`config.mk`:
```
export PLATFORM = sky130hd
export DESIGN_NAME = rc5_rx
export DESIGN_NICKNAME = d
export VERILOG_FILES = /design/src/rtl/rc5rx_pkg.sv /design/src/rtl/rc5rx_edge.sv /design/src/rtl/rc5rx_interval.sv /design/src/rtl/rc5rx_frame.sv /design/src/rtl/rc5_rx.sv
export SDC_FILE = /design/constraint.sdc
export NUM_CORES = 1
export LEC_CHECK = 0
export BUFFER_PORTS_ARGS = -buffer_cell sky130_fd_sc_hd__buf_2
export CORE_MARGIN = 8
export CORE_UTILIZATION = 58
export CTS_CLUSTER_SIZE = 30
export DETAILED_ROUTE_END_ITERATION = 12
export PLACE_DENSITY = 0.9
export SYNTH_ARGS = -nofsm -noshare
export SYNTH_HDL_FRONTEND = slang
export SYNTH_SLANG_ARGS = --single-unit
```
`constraint.sdc`:
```
create_clock -name clk -period 2.13 [get_ports clk]
set_input_delay 0.426 -clock clk [delete_from_list [all_inputs] [get_ports clk]]
set_output_delay 0.426 -clock clk [all_outputs]
set_load 0.02 [all_outputs]
```
`src/rtl/rc5rx_pkg.sv`:
```
package rc5rx_pkg;

    localparam int unsigned FRAME_BITS = 14;
    localparam int unsigned ADDR_W     = 5;
    localparam int unsigned CMD_W      = 6;

    typedef enum logic [1:0] {
        ST_IDLE = 2'd0,
        ST_MID  = 2'd1,
        ST_BND  = 2'd2
    } rx_state_e;

    typedef enum logic [1:0] {
        IV_SHORT = 2'd0,
        IV_LONG  = 2'd1,
        IV_BAD   = 2'd2
    } ivl_e;

    typedef struct packed {
        logic              field;
        logic              toggle;
        logic [ADDR_W-1:0] addr;
        logic [CMD_W-1:0]  cmd;
    } rc5_frame_t;

    // Sort an edge-to-edge gap of k cycles against a half-bit of h cycles.
    function automatic ivl_e classify(input int unsigned k, input int unsigned h);
        if (k * 4 >= h * 3 && k * 4 <= h * 5)
            return IV_SHORT;
        else if (k * 4 >= h * 6 && k * 4 <= h * 10)
            return IV_LONG;
        else
            return IV_BAD;
    endfunction

endpackage

```
`src/rtl/rc5rx_edge.sv`:
```
module rc5rx_edge #(
    parameter int unsigned SYNC_STAGES = 2
) (
    input  logic clk,
    input  logic rst,
    input  logic ir_n,
    output logic mark,
    output logic edge_p
);
    logic [SYNC_STAGES-1:0] chain;
    logic                   mark_q;

    always_ff @(posedge clk) begin
        if (rst) begin
            chain  <= '1;
            mark_q <= 1'b0;
        end else begin
            chain  <= {chain[SYNC_STAGES-2:0], ir_n};
            mark_q <= mark;
        end
    end

    assign mark   = ~chain[SYNC_STAGES-1];
    assign edge_p = mark ^ mark_q;
endmodule

```
`src/rtl/rc5rx_interval.sv`:
```
module rc5rx_interval
    import rc5rx_pkg::*;
#(
    parameter int unsigned HALF_CYC    = 32,
    parameter int unsigned TIMEOUT_CYC = 108,
    localparam int unsigned CNT_W      = $clog2(TIMEOUT_CYC + 2)
) (
    input  logic clk,
    input  logic rst,
    input  logic edge_p,
    output ivl_e cls,
    output logic timeout
);
    logic [CNT_W-1:0] cnt;

    always_ff @(posedge clk) begin
        if (rst)
            cnt <= '0;
        else if (edge_p)
            cnt <= CNT_W'(1);
        else if (cnt != '1)
            cnt <= cnt + CNT_W'(1);
    end

    assign cls     = classify(32'(cnt), HALF_CYC);
    assign timeout = (cnt >= CNT_W'(TIMEOUT_CYC));
endmodule

```
`src/rtl/rc5rx_frame.sv`:
```
module rc5rx_frame
    import rc5rx_pkg::*;
#(
    parameter int unsigned SAMPLE_DLY = 16,
    localparam int unsigned SC_W      = $clog2(SAMPLE_DLY + 1),
    localparam int unsigned BC_W      = $clog2(FRAME_BITS)
) (
    input  logic       clk,
    input  logic       rst,
    input  logic       mark,
    input  logic       edge_p,
    input  ivl_e       cls,
    input  logic       timeout,
    output logic       valid,
    output logic       err,
    output rc5_frame_t frame
);
    rx_state_e             state;
    logic                  armed;
    logic [SC_W-1:0]       scnt;
    logic [BC_W-1:0]       bitcnt;
    logic [FRAME_BITS-3:0] shreg;

    always_ff @(posedge clk) begin
        if (rst) begin
            state  <= ST_IDLE;
            armed  <= 1'b0;
            scnt   <= '0;
            bitcnt <= '0;
            shreg  <= '0;
            valid  <= 1'b0;
            err    <= 1'b0;
            frame  <= '0;
        end else begin
            valid <= 1'b0;
            err   <= 1'b0;
            if (armed && scnt != '0)
                scnt <= scnt - SC_W'(1);
            case (state)
                ST_IDLE: begin
                    if (edge_p && mark) begin
                        state  <= ST_MID;
                        bitcnt <= '0;
                        armed  <= 1'b1;
                        scnt   <= SC_W'(SAMPLE_DLY - 1);
                    end
                end
                default: begin
                    if (edge_p) begin
                        if (state == ST_MID && cls == IV_SHORT) begin
                            state <= ST_BND;
                        end else if ((state == ST_BND && cls == IV_SHORT) ||
                                     (state == ST_MID && cls == IV_LONG)) begin
                            state <= ST_MID;
                            armed <= 1'b1;
                            scnt  <= SC_W'(SAMPLE_DLY - 1);
                        end else begin
                            state <= ST_IDLE;
                            armed <= 1'b0;
                            err   <= 1'b1;
                        end
                    end else if (timeout) begin
                        state <= ST_IDLE;
                        armed <= 1'b0;
                        err   <= 1'b1;
                    end else if (armed && scnt == '0) begin
                        armed <= 1'b0;
                        shreg <= {shreg[FRAME_BITS-4:0], mark};
                        if (bitcnt == BC_W'(FRAME_BITS - 1)) begin
                            state        <= ST_IDLE;
                            valid        <= 1'b1;
                            frame.field  <= shreg[11];
                            frame.toggle <= shreg[10];
                            frame.addr   <= shreg[9:5];
                            frame.cmd    <= {shreg[4:0], mark};
                        end else begin
                            bitcnt <= bitcnt + BC_W'(1);
                        end
                    end
                end
            endcase
        end
    end
endmodule

```
`src/rtl/rc5_rx.sv`:
```
module rc5_rx
    import rc5rx_pkg::*;
#(
    parameter int unsigned HALF_CYC    = 32,
    parameter int unsigned SYNC_STAGES = 2
) (
    input  logic              clk,
    input  logic              rst,
    input  logic              ir_n,
    output logic              frame_valid,
    output logic              frame_err,
    output logic [ADDR_W-1:0] rx_addr,
    output logic [CMD_W-1:0]  rx_cmd,
    output logic              rx_toggle,
    output logic              rx_field
);
    localparam int unsigned TIMEOUT_CYC = (HALF_CYC * 3375) / 1000;
    localparam int unsigned SAMPLE_DLY  = HALF_CYC / 2;

    logic       mark;
    logic       edge_p;
    ivl_e       cls;
    logic       timeout;
    rc5_frame_t frame;

    rc5rx_edge #(.SYNC_STAGES(SYNC_STAGES)) u_edge (
        .clk    (clk),
        .rst    (rst),
        .ir_n   (ir_n),
        .mark   (mark),
        .edge_p (edge_p)
    );

    rc5rx_interval #(.HALF_CYC(HALF_CYC), .TIMEOUT_CYC(TIMEOUT_CYC)) u_ivl (
        .clk     (clk),
        .rst     (rst),
        .edge_p  (edge_p),
        .cls     (cls),
        .timeout (timeout)
    );

    rc5rx_frame #(.SAMPLE_DLY(SAMPLE_DLY)) u_frm (
        .clk     (clk),
        .rst     (rst),
        .mark    (mark),
        .edge_p  (edge_p),
        .cls     (cls),
        .timeout (timeout),
        .valid   (frame_valid),
        .err     (frame_err),
        .frame   (frame)
    );

    assign rx_addr   = frame.addr;
    assign rx_cmd    = frame.cmd;
    assign rx_toggle = frame.toggle;
    assign rx_field  = frame.field;
endmodule

```
# Word level (Yosys, flattened, before mapping)
# Cells that the tools add are included.
# totals
out_inout_bits,15
elab_cells,100
input_bits,3
reg_bits,49
# op_classes
n_reduce_logical,25
magnitude_cmp,5
eq_ne,10
bitwise_logic,6
n_addsub,3
n_mux,36
# ops
cell,count
5-bit 2-to-1 mux,6
4-bit 2-to-1 mux,6
2-bit 2-to-1 mux,9
1-bit 2-to-1 mux,15
5-bit AND reduction,2
9-bit by 7-bit >= comparator with 1-bit output (second input constant),1
9-bit by 8-bit >= comparator with 1-bit output (second input constant),1
9-bit by 8-bit <= comparator with 1-bit output (second input constant),1
9-bit <= comparator (second input constant),1
1-bit logical AND,8
4-bit nonzero test,2
7-bit by 1-bit adder with 7-bit output (second input constant),1
7-bit >= comparator (second input constant),1
7-bit inequality test (second input constant),1
3-bit AND reduction,2
5-bit logical NOT,1
1-bit inverter,5
5-bit nonzero test,1
5-bit OR reduction,1
5-bit by 1-bit subtractor with 5-bit output (second input constant),1
4-bit by 1-bit adder with 4-bit output (second input constant),1
2-bit by 1-bit equality test with 1-bit output (second input constant),2
4-bit equality test (second input constant),1
2-bit logical NOT,2
9 further kinds,13

# Longest topological paths before layout
# depth
word_depth,11
ltp_mapped,8
mapped_depth_nobuf,7

# Hierarchy
# A second synthesis with hierarchy kept.
# hier_totals
hier_cells,259
hier_area_um2,2170.8
# by_module_without_submodules
mod,area_per_inst_um2,cells_per_inst,n_inst,seq_area_each_um2
rc5rx_frame,1687.9,202,1,780.7
rc5rx_interval,394.1,49,1,140.1
rc5rx_edge,88.8,8,1,60.1

# Worst setup path after synthesis
# OpenSTA, ideal clock, no wires.
# synth_timing
path_type,register -> register
start,register u_edge.chain[1]
end,register u_frm.scnt[4]
path_stages_with_launch,9
required_time_ps,2008
period_less_slack_ps,1875
setup_ps,122
arrival_ps,1754
n_path_buf,1
path_slack_ps,255
path_cell_list,dfxtp_1 inv_1 ha_1 nor2_1 nand2_1 or4b_1 and3_1 buf_6 o311a_1
# synth_between
elab_chain_cells,5
word_cells_on_any_way,6
cone_classes,mux: 3; bitwise: 2; reduce/logical: 1
# synth_lines
item,line,text
start: declaration,rc5rx_edge.sv:10,logic [SYNC_STAGES-1:0] chain;
start signal: assignment,rc5rx_edge.sv:18,"chain <= {chain[SYNC_STAGES-2:0], ir_n};"
1-bit inverter *,rc5rx_edge.sv:23,assign mark = ~chain[SYNC_STAGES-1];
via mark,rc5_rx.sv:20,logic mark;
1-bit XOR,rc5rx_edge.sv:24,assign edge_p = mark ^ mark_q;
1-bit logical AND,rc5rx_frame.sv:41,if (edge_p && mark) begin
5-bit 2-to-1 mux,rc5rx_frame.sv:41,
5-bit 2-to-1 mux *,rc5rx_frame.sv:39,case (state)
end signal: assignment,rc5rx_frame.sv:38,scnt <= scnt - SC_W'(1);
end signal: assignment,rc5rx_frame.sv:45,scnt <= SC_W'(SAMPLE_DLY - 1);
end signal: assignment,rc5rx_frame.sv:56,scnt <= SC_W'(SAMPLE_DLY - 1);
end: declaration,rc5rx_frame.sv:20,logic [SC_W-1:0] scnt;
# Mark *: on every way through the listed nets, which the timed path passes. The rest lies on a longest branch.
# A chain may end at the register's enable or synchronous reset.

# Final worst setup path
# Same ends and word-level chain as after synthesis.

==> impl_metrics.json <==
{
  "final_cell_mix": "dfxtp_1 (49), nor2_1 (39), mux2i_1 (26), buf_2 (17), nand2_1 (15)",
  "fin_ws_ns": 0.109,
  "io_pins": 18,
  "reg2reg_slack_ns": 0.11,
  "post-place-ws_ns": 0.103,
  "use_met3_pct": 5.36,
  "ys_ff_latch": 49,
  "power.leakage_nw": 0.892,
  "ys_warn_count": 0,
  "startpoint": "u_edge.chain[1]",
  "clock-sinks": 49,
  "critPathLaunchType": "flop",
  "routed_via_density": 5.41,
  "h-tree-depth": 2,
  "grt_max_degree": 24,
  "start_util_pct": 59.6,
  "status": "completed",
  "die_y_um": 77.1,
  "final_cell_count_no_fill": 292,
  "routed_wl_mm": 3.92,
  "antenna_found_initial": 0,
  "hold_class": "in -> reg",
  "path_clk_slew_ns": 0.09,
  "numCtsBuffers": 5,
  "timing.final.crit_period_ns": 2.02,
  "rsz0062_at_grt": "no",
  "grt-busiest-layer": "met2",
  "synth_top_area_cell": "dfxtp_1",
  "synth-edff-count": 0,
  "insertion_delay_ns": 0.31,
  "synth-main-ff-cell": "dfxtp_1",
  "die-area_sq_um": 5950,
  "diodes": 0,
  "min_to": "u_edge.chain[0]",
  "placed_cell_area_sq_um": 2290,
  "slew_headroom_pct": 53.1,
  "vias": 1580,
  "worstSetupEndpointType": "flop",
  "arrival_ns": 2.22,
  "dr.pass1.iters": 4,
  "tritoncts": "done",
  "stdcell_area_sq_um": 2400,
  "final_common_cell": "dfxtp_1",
  "cp_slowest_cell": "or4b_1",
  "ff2ff_path_depth": 7,
  "max_cap_violations": 0,
  "drv_slew": 0,
  "worst_slew_pin_slew_ns": 0.701,
  "cpPeakStageDelay_ns": 0.47,
  "crit_type": "reg -> reg",
  "finalPower_mw": 1.63,
  "path_buf_inv": 1,
  "power_density_nw_per_um2": 679,
  "setup_viol": 0,
  "gp_congestion": 0.816,
  "fin_crit_sh_pct": 94.9,
  "tns_ns": 0,
  "synth_top_area_share_pct": 45.3,
  "drive_above_1_share_pct": 18.4,
  "synth_cell_types": 44,
  "final_util_pct": 66.0,
  "regToRegStartpoint": "u_edge.chain[1]",
  "grt_use_met1_pct": 16.0,
  "hold_ws_ns": 0.300,
  "ctsLongestPathBuffers": 2,
  "fp.dieW_um": 77.1,
  "syn_area_per_cell_sq_um": 9.63,
  "drc": 0,
  "initialDrtViolationCount": 93,
  "place_hpwl_mm": 2.78,
  "fillers": 287,
  "hold_viol": 0,
  "cts_root_buf": "clkbuf_8",
  "syn_to_final_growth_pct": 10.6,
  "grt-ovfl-total": 0,
  "cts_setup_buffers": 0,
  "synthTopCellsByArea": "dfxtp_1 (45%), mux2i_1 (12%), nor2_1 (6.8%)",
  "io_buffers": 17,
  "path_max_fanout": 7,
  "cp_cell_sequence": "inv_1 > ha_1 > nor2_1 > nand2_1 > or4b_1 > and3_2 > o311a_1",
  "coreArea_sq_um": 3630,
  "peakVddDrop_mv": 0.549,
  "std_cell_rows": 22,
  "syn_nets": 234,
  "min-delay-start": "ir_n",
  "synth_cells": 225,
  "critical_path_required_ns": 2.33,
  "syn-cell-area_sq_um": 2170,
  "grt_pass1_vias": 1521,
  "synthArstFlopShare_pct": 0,
  "grt_util_met2_pct": 22.7,
  "grt_pass1_wl_mm": 6.84,
  "r2r_end": "u_frm.scnt[4]",
  "whs_path_depth": 2,
  "fmax_mhz": 495,
  "dp_cells": 284,
  "ys_seq_area_share_pct": 45.3,
  "track_usage_pct": 13.9,
  "finalNetCount": 252,
  "crit_family": "simple AND/OR/NAND/NOR gates",
  "finClkSkew_ns": 0.00823,
  "wire_per_inst_um": 13.4,
  "postRouteAntennaNets": 0
}
## routing by layer
| layer | share of wire, % | wire [um] |
|---|---|---|
| met5 | 0 | 0 |
| met4 | 1.5 | 57 |
| met3 | 5.1 | 200 |
| met2 | 48 | 1890 |
| met1 | 45 | 1760 |
## state kept, by name, summed over array words and instances, names as in the netlist
register,cells
u_frm.frame,13
u_frm.shreg,12
u_ivl.cnt,7
u_frm.scnt,5
u_frm.bitcnt,4
u_edge.chain,2
u_frm.state,2
u_edge.mark_q,1
u_frm.armed,1
u_frm.err,1
u_frm.valid,1
## cells in the mapped netlist, drive strengths merged, types with 2 or more instances
library cell  count
a41o              2
nor2             39
nand2b            4
or2               3
nand3             3
nor2b             2
ha                6
a21oi            20
and3              3
xnor2             5
mux2i            26
dfxtp            49
inv              10
nor4              4
nor3              2
mux2              2
nand3b            2
o21ai             3
nand2            16
clkbuf            4
buf               5
## final cells by class
cell class | instances | area, sq um | share of cell area [%]
Clock buffer | 5 | 68.8 | 2.87
Clock inverter | 3 | 28.8 | 1.20
Inverter | 10 | 37.5 | 1.57
Multi-Input combinational cell | 157 | 1100 | 45.9
Sequential cell | 49 | 981 | 40.9
Tap cell | 48 | 60.1 | 2.51
Timing Repair Buffer | 20 | 120 | 5.01
## cells by family (layout without fill, tap and decap cells)
group / after synthesis / count (layout) / synth area share, %
adders and majority gates: 6 / 6 / 3.46
DFF: 49 / 49 / 45.3
xor gates and xnor gates: 6 / 6 / 2.42
muxes: 28 / 28 / 13.0
AOI/OAI and AO/OA: 35 / 35 / 11.5
buffers and inverters: 19 / 38 / 4.39
and+or+nand+nor: 82 / 82 / 19.9
## where the power goes
group	total (mW)	internal, mW	switching (mW)
combinational	0.103	0.0423	0.0612
clock	0.573	0.246	0.328
sequential	0.951	0.931	0.0200
## worst max path at each step
stage | endpoint | depth (start not counted)
floorplan | u_frm.scnt[4] | 8
global placement | u_frm.scnt[4] | 7
detailed placement | u_frm.scnt[4] | 7
CTS | u_frm.scnt[4] | 7
global route | u_frm.scnt[4] | 7
finish | u_frm.scnt[4] | 7
## what timing repair did
action	4_1_cts	5_1_grt
resized for setup	0	2
hold buffers	0	0
setup endpoints to repair	0	3
Power figures use the tool's default switching activity.
